`src/rtl/daisy_arb_pkg.sv`:
```
package daisy_arb_pkg;

  typedef enum logic [0:0] {
    ARB_FREE = 1'b0,
    ARB_HELD = 1'b1
  } arb_state_e;

endpackage

```
`src/rtl/daisy_arb_ctrl.sv`:
```
module daisy_arb_ctrl
  import daisy_arb_pkg::*;
#(
  parameter int unsigned N_DEV = 8
) (
  input  logic             clk_i,
  input  logic             rst_ni,
  input  logic [N_DEV-1:0] req_i,
  input  logic             owner_rel_i,
  input  logic             ack_tail_i,
  output logic             ack_o,
  output logic             busy_o
);

  arb_state_e state_q, state_d;
  logic       wired_req;

  // wired-OR of all request lines
  assign wired_req = |req_i;

  // single grant pulse into the chain head, only while the bus is free
  assign ack_o = (state_q == ARB_FREE) && wired_req;

  always_comb begin
    state_d = state_q;
    unique case (state_q)
      ARB_FREE: if (ack_o && !ack_tail_i) state_d = ARB_HELD;
      ARB_HELD: if (owner_rel_i)          state_d = ARB_FREE;
      default:                            state_d = ARB_FREE;
    endcase
  end

  always_ff @(posedge clk_i or negedge rst_ni) begin
    if (!rst_ni) state_q <= ARB_FREE;
    else         state_q <= state_d;
  end

  assign busy_o = (state_q == ARB_HELD);

endmodule

```
`src/rtl/daisy_arb_cell.sv`:
```
module daisy_arb_cell (
  input  logic clk_i,
  input  logic rst_ni,
  input  logic ack_in_i,
  input  logic req_i,
  input  logic release_i,
  output logic ack_out_o,
  output logic own_o
);

  logic own_q;
  logic take;

  assign take      = ack_in_i & req_i;
  assign ack_out_o = ack_in_i & ~req_i;

  always_ff @(posedge clk_i or negedge rst_ni) begin
    if (!rst_ni)                 own_q <= 1'b0;
    else if (take)               own_q <= 1'b1;
    else if (own_q && release_i) own_q <= 1'b0;
  end

  assign own_o = own_q;

endmodule

```
`src/rtl/daisy_arb_top.sv`:
```
module daisy_arb_top #(
  parameter int unsigned N_DEV = 8
) (
  input  logic             clk_i,
  input  logic             rst_ni,
  input  logic [N_DEV-1:0] req_i,
  input  logic [N_DEV-1:0] release_i,
  output logic [N_DEV-1:0] grant_o,
  output logic             busy_o
);

  localparam int unsigned CHAIN_LEN = N_DEV + 1;

  logic [CHAIN_LEN-1:0] ack_chain;
  logic [N_DEV-1:0]     own;
  logic                 owner_rel;

  assign owner_rel = |(own & release_i);

  daisy_arb_ctrl #(.N_DEV(N_DEV)) u_ctrl (
    .clk_i      (clk_i),
    .rst_ni     (rst_ni),
    .req_i      (req_i),
    .owner_rel_i(owner_rel),
    .ack_tail_i (ack_chain[N_DEV]),
    .ack_o      (ack_chain[0]),
    .busy_o     (busy_o)
  );

  for (genvar i = 0; i < N_DEV; i++) begin : g_cell
    daisy_arb_cell u_cell (
      .clk_i    (clk_i),
      .rst_ni   (rst_ni),
      .ack_in_i (ack_chain[i]),
      .req_i    (req_i[i]),
      .release_i(release_i[i]),
      .ack_out_o(ack_chain[i+1]),
      .own_o    (own[i])
    );
  end

  assign grant_o = own;

endmodule

```
`config.mk`:
```
export PLATFORM = sky130hd
export DESIGN_NAME = daisy_arb_top
export DESIGN_NICKNAME = d
export VERILOG_FILES = /design/src/rtl/daisy_arb_pkg.sv /design/src/rtl/daisy_arb_ctrl.sv /design/src/rtl/daisy_arb_cell.sv /design/src/rtl/daisy_arb_top.sv
export SDC_FILE = /design/constraint.sdc
export NUM_CORES = 1
export LEC_CHECK = 0
export BUFFER_PORTS_ARGS = -buffer_cell sky130_fd_sc_hd__buf_2
export CAP_MARGIN = 20
export CORE_AREA = 2 2 39 41
export CTS_CLUSTER_SIZE = 12
export DETAILED_ROUTE_END_ITERATION = 12
export DIE_AREA = 0 0 41 43
export PLACE_DENSITY = 0.69
export SETUP_SLACK_MARGIN = 0.15
export SYNTH_ARGS = -nofsm -noshare
export SYNTH_HDL_FRONTEND = slang
export SYNTH_SLANG_ARGS = --single-unit
```
`constraint.sdc`:
```
create_clock -name clk_i -period 1.7 [get_ports clk_i]
set_input_delay 0.085 -clock clk_i [delete_from_list [all_inputs] [get_ports clk_i]]
set_output_delay 0.085 -clock clk_i [all_outputs]
set_load 0.01 [all_outputs]
```
# Word-level counts from Yosys, hierarchy flattened
# Index checks and enable logic that the tools add are counted.
[word_totals] register_bits=9 inputBits=18 out_inout_bits=9 word_cells=75
[classes] mux=19 bitwise_logic=26 n_reduce_logical=21
[op_table] cell="1-bit 2-to-1 mux" count=18
[op_table] cell="1-bit AND" count=16
[op_table] cell="2-bit nonzero test" count=8
[op_table] cell="8-bit OR reduction" count=2
[op_table] cell="1-bit logical AND" count=10
[op_table] cell="1-bit NOT" count=9
[op_table] cell="8-bit AND" count=1
[op_table] cell="1-bit one-hot mux with 2 select lines" count=1
[op_table] cell="1-bit zero test" count=1

# Longest topological paths before layout
# Gate-level depths: netlist (run 1).
[logic_depth] ltp_word=14 mapped_depth=3 depth_no_buf=3

# Modules after synthesis
# Synthesis (run 1) repeated with hierarchy kept, for this count alone.
[hier_totals] cells_unflattened=52 hier_area_um2=454.2
[by_module_without_submodules] module="daisy_arb_cell" instances=8 cells_per_inst=5 area_per_inst_um2=43.8 seq_area_each_um2=25.0
[by_module_without_submodules] module="daisy_arb_ctrl" instances=1 cells_per_inst=7 area_per_inst_um2=67.6 seq_area_each_um2=25.0
[by_module_without_submodules] module="daisy_arb_top" instances=1 cells_per_inst=5 area_per_inst_um2=36.3 seq_area_each_um2=0.0

# Least setup slack after synthesis (run 1)
# No wires, ideal clock.
[synth_path] kind="reg-to-reg" start="register u_ctrl.state_q, in the netlist u_ctrl.busy_o" end="register g_cell[4].u_cell.own_q" setup_ns=0.101 t_arrival_ns=0.972 t_required_ns=1.599 path_slack_ns=0.627 path_stages_with_launch=4 n_path_buf=0 period_less_slack_ns=1.073 cell_sequence="dfrtp_1 nor4_4 o21ai_2 o32ai_1"
[synth_via] elab_chain_len=8 elab_cells_between_ends=9 cone_classes="1 x mux; 6 x bitwise; 2 x reduce/logical"
[synth_lines] element="start: declaration" line_no="daisy_arb_ctrl.sv:15" rtl="arb_state_e state_q, state_d;"
[synth_lines] element="start signal: assignment" line_no="daisy_arb_ctrl.sv:35" rtl="else state_q <= state_d;"
[synth_lines] element="1-bit NOT (*)" line_no="daisy_arb_ctrl.sv:22" rtl="assign ack_o = (state_q == ARB_FREE) && wired_req;"
[synth_lines] element="1-bit logical AND (*)" line_no="daisy_arb_ctrl.sv:22"
[synth_lines] element="1-bit AND (*) (4 in a row)" line_no="daisy_arb_cell.sv:15" rtl="assign ack_out_o = ack_in_i & ~req_i;"
[synth_lines] element="1-bit AND (*)" line_no="daisy_arb_cell.sv:14" rtl="assign take = ack_in_i & req_i;"
[synth_lines] element="1-bit 2-to-1 mux or 2-bit nonzero test (tied branches)"
[synth_lines] element="end signal: assignment" line_no="daisy_arb_cell.sv:18" rtl="if (!rst_ni) own_q <= 1'b0;"
[synth_lines] element="end signal: assignment" line_no="daisy_arb_cell.sv:19" rtl="else if (take) own_q <= 1'b1;"
[synth_lines] element="end signal: assignment" line_no="daisy_arb_cell.sv:20" rtl="else if (own_q && release_i) own_q <= 1'b0;"
[synth_lines] element="end: declaration" line_no="daisy_arb_cell.sv:11" rtl="logic own_q;"
# Every way passes the cells marked *; elsewhere a longest branch is shown, timed or not.
# A chain may end at the register's enable or synchronous reset.

# Final worst setup path (run 1)
# Ends and elaborated chain as after synthesis.

==> flow_summary.toml, run 1 <==
[synthesis]
synthCells = 52
netlist_area_um2 = 495
yosysSeqAreaShare_pct = 45.5
synthesis.nets = 70
ys_ff_latch = 9
synth_compound_area_share_pct = 18.9
yosysUniqueCellTypes = 16
yosys.area_share.simple_pct = 15.2
yosys_warnings = 0
synth_xor_area_share_pct = 0
synthMuxAreaShare_pct = 0
synth_fa_ha_area_share_pct = 0
netlist.area_leader.share_pct = 45.5
synth_area_per_cell_um2 = 9.53
synth_top_area_cell = "dfrtp_1"
synth.top_cells.by_area = "dfrtp_1 45%, buf_4 12%, inv_1 8.3%"
synth_top_family_by_area = "buffers and inverters"

[die]
die_area_um2 = 1760
core_area_um2 = 1380
num_io_pins = 27
initial_core_util_pct = 35.8
fp-row-count = 14
die_w_um = 41
die_h_um = 43

[timing]
skew_ns = 0.00908
hold_violations = 0
max_clock_freq_ghz = 0.859
fin_crit_sh_pct = 68.5
fin_setup_tns_ns = 0
tightest_slew_ns = 0.323
setup_violations = 0
worst_hold_slack_ns = 0.0209
slew_viol_final = 0
slew_headroom_pct = 78.3
rsz0062_at_grt = "false"
min_period_ns = 1.16
fin_ws_ns = 0.536

[grt]
grt_pass1_wl_mm = 1.64
grt_pass1_vias = 406
grt_max_degree = 10
track_usage_pct = 14.3
antenna_found_initial = 0
gr-total-overflow = 0

[setup_path]
critPathKind = "flop to flop"
cp.required_ns = 1.86
r2r_setup_slack_ns = 0.54
start_kind = "flop"
cp_max_fo = 5
endpoint_kind = "flop"
arrival_ns = 1.32

[cells_and_area]
final_cell_mix = "26 x buf_2, 11 x inv_1, 9 x dfrtp_1"
area_growth_pct = 25.8
finalNonFillerCells = 91
diodes = 0
stdcell_area_um2 = 623
drive_above_1_share_pct = 44.0
final_common_cell = "buf_2"
final_core_util_pct = 45.0
nets = 94

[place]
port_buffers = 26
dpl_cell_area_um2 = 586
place_congestion = 0.728
dp_hpwl_um = 854
post-place-ws_ns = 0.517
numPlacedInstances = 86

[cts]
clock-sinks = 9
clk_path_buf_depth = 2
cts_tree = "done"
cts_buffers = 3
postCtsSetupBuffers = 0
clk_latency_ns = 0.26
clk_pin_slew_ns = 0.07
ctsHtreeMaxLevel = 1
hold_buffers = 1
cts_root_buf = "clkbuf_4"
cts-resized-gates = 0

[power_and_ir_drop]
sequentialPowerShare_pct = 49.4
power_mw = 0.512
p_sw_mw = 0.144
p_sw_share_pct = 28.2
p_int_mw = 0.367
powerDensity_nw_per_um2 = 822
clock_power_share_pct = 31.4
peakVddDrop_mv = 0.290
leakagePower_nw = 0.311
power_frac_comb_pct = 19.2

[route]
drc = 0
avgRoutedWirePerCell_um = 11.2
ant_nets = 0
vias_per_cell = 4.82
wl_mm = 1.02
num_vias = 439
drt_iter0_markers = 9
first_pass_iters = 2

[hold_path]
holdCritPathClass = "input pin to flop"

[job]
drv_cap = 0

[outcome]
status = "finished, final reports clean"
-- power by group through the flow --
stage / sequential (mW) / combinational [mW] / clock [mW]
global route: 0.255 / 0.112 / 0.179
detailed placement: 0.257 / 0.0979 / 0
CTS: 0.253 / 0.100 / 0.164
finish: 0.253 / 0.0984 / 0.161
floorplan: 0.257 / 0.0577 / 0
global placement: 0.256 / 0.0965 / 0
-- area by class of cell --
cell class                      instances  area (um2)
Clock buffer                            3        22.5
Multi-Input combinational cell         24         169
Timing Repair Buffer                   27         140
Sequential cell                         9         225
Clock inverter                          1        5.00
Inverter                               11        41.3
Tap cell                               16        20.0
Fill cell                             141         761
-- final timing paths --
kind | startpoint | endpoint | cells past startpoint
max reg2reg | u_ctrl.busy_o$_DFF_PN0_ | g_cell[4].u_cell.own_o$_DFFE_PN0P_ | 3
min reg2reg | g_cell[5].u_cell.own_o$_DFFE_PN0P_ | g_cell[5].u_cell.own_o$_DFFE_PN0P_ | 2
max | u_ctrl.busy_o$_DFF_PN0_ | g_cell[4].u_cell.own_o$_DFFE_PN0P_ | 3
min | release_i[1] | g_cell[1].u_cell.own_o$_DFFE_PN0P_ | 2
min in group asynchronous | rst_ni | g_cell[2].u_cell.own_o$_DFFE_PN0P_ | 2
max in group asynchronous | rst_ni | g_cell[5].u_cell.own_o$_DFFE_PN0P_ | 2
-- cell families after synthesis --
family / Yosys count
compound gates: 14
buf+inv: 19
flops: 9
simple gates: 10
-- worst max-delay path: stages (launching register included) --
cell	delay, ns
dfrtp_1	0.44
nor4_4	0.26
o21ai_2	0.13
o32ai_1	0.24
-- cells in the mapped netlist, drive strengths merged --
cell type	n
dfrtp	9
nand3b	1
nor2	3
inv	11
nand4b	1
o21ai	5
a22oi	5
buf	8
nor4	1
nand4	1
or4	1
nand3	1
o22ai	3
nand2	1
o32ai	1
-- layer usage --
metal  part of all wire (%)  vias to the layer above  track usage, %
met5                      0                        -               0
met4                    1.9                        0            10.0
met3                    3.9                        2            4.71
met2                     51                       10            20.0
met1                     43                      206            17.5
li1                       -                      221               -
-- state kept, by name, summed over array words and instances (netlist names) --
register             flops
u_ctrl.busy_o            1
g_cell.u_cell.own_o      8
No activity file was read; power rests on OpenSTA's default activity.
==> run 2, diff against run 1 <==
Settings changed: CORE_AREA 2 2 39 41 to not set, CORE_UTILIZATION set to 37, DIE_AREA 0 0 41 43 to not set, PLACE_DENSITY 0.69 to 0.71.
Clock period 1.7 ns to 1.05 ns, I/O delays scaled along.
==> run 2 against run 1 <==
  * Count of clock-buffer cells in the layout increased by 1
  * Final cell count increased by 6.6%
  * Highest routed layer unchanged
  * Sequential power increased by 60%
  * Flip-flop and latch count unchanged
  * Cell area increased by 18%
  * Critical path depth increased by 1
  * Utilization increased by 18 points
  * Maximum frequency increased by 11%
  * Largest cell class unchanged
  * First-iteration DRC count unchanged
  * Global-route usage increased by 3.7 points
  * Register-to-register slack got worse by 0.53 ns
==> flow_summary.toml, run 2 (same netlist as run 1, synthesis figures left out) <==
[cells_and_area]
final_cell_mix = "26 x buf_2, 11 x inv_1, 8 x dfrtp_1"
area_growth_pct = 48.2
final_common_cell = "buf_2"
stdcell_area_um2 = 734
drive_above_1_share_pct = 54.2
nets = 102
largest_reg_flops = 8
diodes = 0
fill_cells = 110

[place]
place_congestion = 0.708
dp_hpwl_um = 863
dpl_cell_area_um2 = 614
port_buffers = 26
post-place-ws_ns = -0.0963

[setup_path]
cp.required_ns = 1.24
endpoint_kind = "flop"
start_kind = "flop"
critPathKind = "flop to flop"
arrival_ns = 1.24
cp_max_fo = 3
r2r_setup_slack_ns = 0.003
r2r_cells = 4

[power_and_ir_drop]
sequentialPowerShare_pct = 45.2
powerDensity_nw_per_um2 = 1220
peakVddDrop_mv = 0.734
power_frac_comb_pct = 25.1
leakagePower_nw = 0.349
clock_power_share_pct = 29.7
p_int_mw = 0.641
p_sw_share_pct = 28.6
p_sw_mw = 0.256
power_mw = 0.897

[cts]
clk_latency_ns = 0.26
cts_root_buf = "clkbuf_4"
clk_pin_slew_ns = 0.06
cts_tree = "done"
clock-sinks = 9
ctsHtreeMaxLevel = 1
clk_path_buf_depth = 2
cts_buffers = 3

[timing]
fin_ws_ns = 0.00276
slew_viol_final = 0
min_period_ns = 1.05
hold_violations = 0
max_clock_freq_ghz = 0.955
setup_violations = 0
fin_crit_sh_pct = 99.7
skew_ns = 0.00755
tightest_slew_ns = 0.257
slew_headroom_pct = 82.7
fin_setup_tns_ns = 0
rsz0062_at_grt = "true"

[grt]
antenna_found_initial = 0
grt_pass1_vias = 416
gr-total-overflow = 0
grt_max_degree = 10
track_usage_pct = 18.0
grt_pass1_wl_mm = 1.74

[route]
vias_per_cell = 4.77
avgRoutedWirePerCell_um = 11.5
wl_mm = 1.12
drt_iter0_markers = 9
num_vias = 463
ant_nets = 0
drc = 0
first_pass_iters = 4

[hold_path]
whs_path_depth = 2
holdCritPathClass = "input pin to flop"

[die]
fp-row-count = 12
die_w_um = 38.6
num_io_pins = 27
die_area_um2 = 1490
initial_core_util_pct = 42.3
core_area_um2 = 1170
die_h_um = 38.6

[outcome]
status = "finished, final reports clean"

[job]
drv_cap = 0
## run 2: area by class of cell
type | instances | area (um2) | area share, %
flip-flops and latches | 9 | 226 | 30.8
well taps | 14 | 17.5 | 2.39
repair buffers | 35 | 210 | 28.6
clock buffers | 4 | 26.3 | 3.58
inverters | 11 | 41.3 | 5.62
multi-input cells | 24 | 213 | 29.0
## run 2: what timing repair did
action                                  in CTS  in global routing
endpoints found under the hold margin       13                  0
endpoints found under the setup margin       8                  9
setup buffers                                0                  0
hold buffers                                 5                  0
pin swaps                                    6                  1
resized for setup                           10                  3
## run 2: worst max-delay path: stages (launching register included)
cell and delay [ns]:
dfrtp_2 0.42, nor4_4 0.19, buf_4 0.18, nand4b_1 0.10, o21ai_1 0.10
## run 2: worst paths after layout
path	start	end
worst min register to register	g_cell[1].u_cell.own_o$_DFFE_PN0P_	g_cell[1].u_cell.own_o$_DFFE_PN0P_
min in group asynchronous	rst_ni	g_cell[1].u_cell.own_o$_DFFE_PN0P_
worst min-delay path	release_i[2]	g_cell[2].u_cell.own_o$_DFFE_PN0P_
worst max-delay path	u_ctrl.busy_o$_DFF_PN0_	g_cell[6].u_cell.own_o$_DFFE_PN0P_
worst max register to register	u_ctrl.busy_o$_DFF_PN0_	g_cell[6].u_cell.own_o$_DFFE_PN0P_
max in group asynchronous	rst_ni	u_ctrl.busy_o$_DFF_PN0_
## run 2: routing by layer
metal / wire length, um / vias to the layer above / track usage [%]
met5: 0 / - / 0
li1: - / 235 / -
met2: 537 / 15 / 26.7
met4: 12 / 0 / 7.76
met1: 495 / 211 / 21.9
met3: 74 / 2 / 8.67
## run 2: power groups by stage
stage                     Combinational, mW  Clock (mW)  Sequential [mW]
after detailed placement              0.188           0            0.411
after global routing                  0.246       0.301            0.409
after global placement                0.185           0            0.409
final                                 0.225       0.266            0.405
after floorplan                      0.0935           0            0.418
after CTS                             0.219       0.272            0.406
## run 2: metrics by stage
| stage | hold WS, ns | util (%) | instances |
|---|---|---|---|
| after CTS | 0.00217 | 62.0 | 97 |
| after global routing | 0.00108 | 62.7 | 97 |
| after detailed placement | -0.0824 | 52.5 | 88 |
| after floorplan | -0.243 | - | 52 |
| final | 0.00199 | 62.7 | 97 |
| after global placement | -0.0869 | 52.5 | 88 |
==> run 3, diff against run 2 <==
Settings changed: GPL_TIMING_DRIVEN set to 0.
==> run 3 against run 2 <==
  * Flip-flop and latch count stayed put
  * Cell area is 24% higher
  * Die area stayed put
  * Highest routed layer unchanged
  * Critical endpoint is now busy_o
  * Via count is 16% higher
  * Largest power group unchanged
  * Critical path type is now flop to output port
==> flow_summary.toml, run 3 (same netlist as run 1, synthesis figures left out) <==
[outcome]
status = "finished, final reports clean"

[timing]
fin_setup_tns_ns = 0
max_clock_freq_ghz = 0.960
fin_crit_sh_pct = 99.2
worst_hold_slack_ns = 0.0453
skew_ns = 0.00786
slew_viol_final = 0
min_period_ns = 1.04
hold_violations = 0
fin_ws_ns = 0.00805
rsz0062_at_grt = "true"
slew_headroom_pct = 83.5
setup_violations = 0
tightest_slew_ns = 0.245

[die]
die_area_um2 = 1490
fp-row-count = 12
core_area_um2 = 1170
num_io_pins = 27
die_w_um = 38.6
die_h_um = 38.6
initial_core_util_pct = 42.3

[cts]
cts_buffers = 3
clk_pin_slew_ns = 0.08
ctsHtreeMaxLevel = 1
clk_latency_ns = 0.27
clk_path_buf_depth = 2
cts_tree = "done"
cts_root_buf = "clkbuf_4"
clock-sinks = 9

[grt]
grt_max_degree = 10
track_usage_pct = 22.1
antenna_found_initial = 0
gr-total-overflow = 0
grt_pass1_wl_mm = 2.10
grt_pass1_vias = 507

[power_and_ir_drop]
leakagePower_nw = 0.419
power_frac_comb_pct = 31.4
powerDensity_nw_per_um2 = 1120
clock_power_share_pct = 28.3
power_mw = 1.02
peakVddDrop_mv = 0.768
sequentialPowerShare_pct = 40.4
p_sw_mw = 0.309
p_int_mw = 0.711
p_sw_share_pct = 30.3

[route]
ant_nets = 0
wl_mm = 1.44
drt_iter0_markers = 11
avgRoutedWirePerCell_um = 13.3
drc = 0
vias_per_cell = 4.99
num_vias = 539
first_pass_iters = 4

[setup_path]
arrival_ns = 0.99
endpoint_kind = "output port"
cp_max_fo = 4
start_kind = "flop"
cp.required_ns = 1.00
critPathKind = "flop to output port"

[cells_and_area]
area_growth_pct = 83.3
final_common_cell = "buf_2"
largest_reg_flops = 8
nets = 113
diodes = 0
multi_input_area_um2 = 213
finalNonFillerCells = 108
seq_area_um2 = 226
drive_above_1_share_pct = 56.4
fill_cells = 81
stdcell_area_um2 = 908
final_cell_mix = "18 x buf_2, 16 x buf_6, 11 x inv_1"
final_core_util_pct = 77.6

[place]
post-place-ws_ns = -0.112
dpl_cell_area_um2 = 644
dp_hpwl_um = 809
numPlacedInstances = 92
place_congestion = 0.721
port_buffers = 26

[job]
drv_cap = 0

[hold_path]
holdCritPathClass = "input pin to flop"
run 3: final timing paths:
path / from / end / slack [ns] / depth (start not counted)
setup reg to reg: u_ctrl.busy_o$_DFF_PN0_ / g_cell[4].u_cell.own_o$_DFFE_PN0P_ / 0.008 / 3
hold reg to reg: g_cell[2].u_cell.own_o$_DFFE_PN0P_ / g_cell[2].u_cell.own_o$_DFFE_PN0P_ / 0.57 / 2
setup / recovery: u_ctrl.busy_o$_DFF_PN0_ / busy_o / 0.008 / 2
max in group asynchronous: rst_ni / u_ctrl.busy_o$_DFF_PN0_ / 0.70 / 2
min in group asynchronous: rst_ni / g_cell[3].u_cell.own_o$_DFFE_PN0P_ / 0.15 / 2
hold / removal: req_i[1] / g_cell[1].u_cell.own_o$_DFFE_PN0P_ / 0.05 / 3
run 3: critical path: stages (launching register included):
cell     delay, ns
dfrtp_2       0.42
buf_4         0.16
buf_2         0.13
run 3: final cells by class:
type	count	area share [%]
flip-flops and latches	9	24.9
inverters	11	4.55
well taps	14	1.93
clock buffers	3	2.48
repair buffers	38	32.2
multi-input cells	24	23.4
plain buffers	8	9.92
clock inverters	1	0.551
run 3: what timing repair did:
action                                  CTS  global route
pin swaps                                 4             8
resized for setup                        24             4
buffers inserted                          3             0
endpoints found under the setup margin   15            17
hold buffers                              9             0
endpoints found under the hold margin    17             0
run 3: power groups by stage:
stage | registers [mW] | clock network, mW | logic, mW
after global placement | 0.418 | 0 | 0.182
final | 0.412 | 0.288 | 0.320
after floorplan | 0.418 | 0 | 0.0935
after CTS | 0.408 | 0.295 | 0.307
after global routing | 0.416 | 0.305 | 0.342
after detailed placement | 0.418 | 0 | 0.186
run 3: per-layer routing:
| layer | vias to the layer above | global-route usage, % | share of wire [%] |
|---|---|---|---|
| met5 | - | 0 | 0 |
| met4 | 0 | 12.9 | 0.69 |
| met3 | 2 | 4.05 | 3.3 |
| met2 | 14 | 40.8 | 58 |
| met1 | 264 | 22.7 | 38 |
| li1 | 259 | - | - |
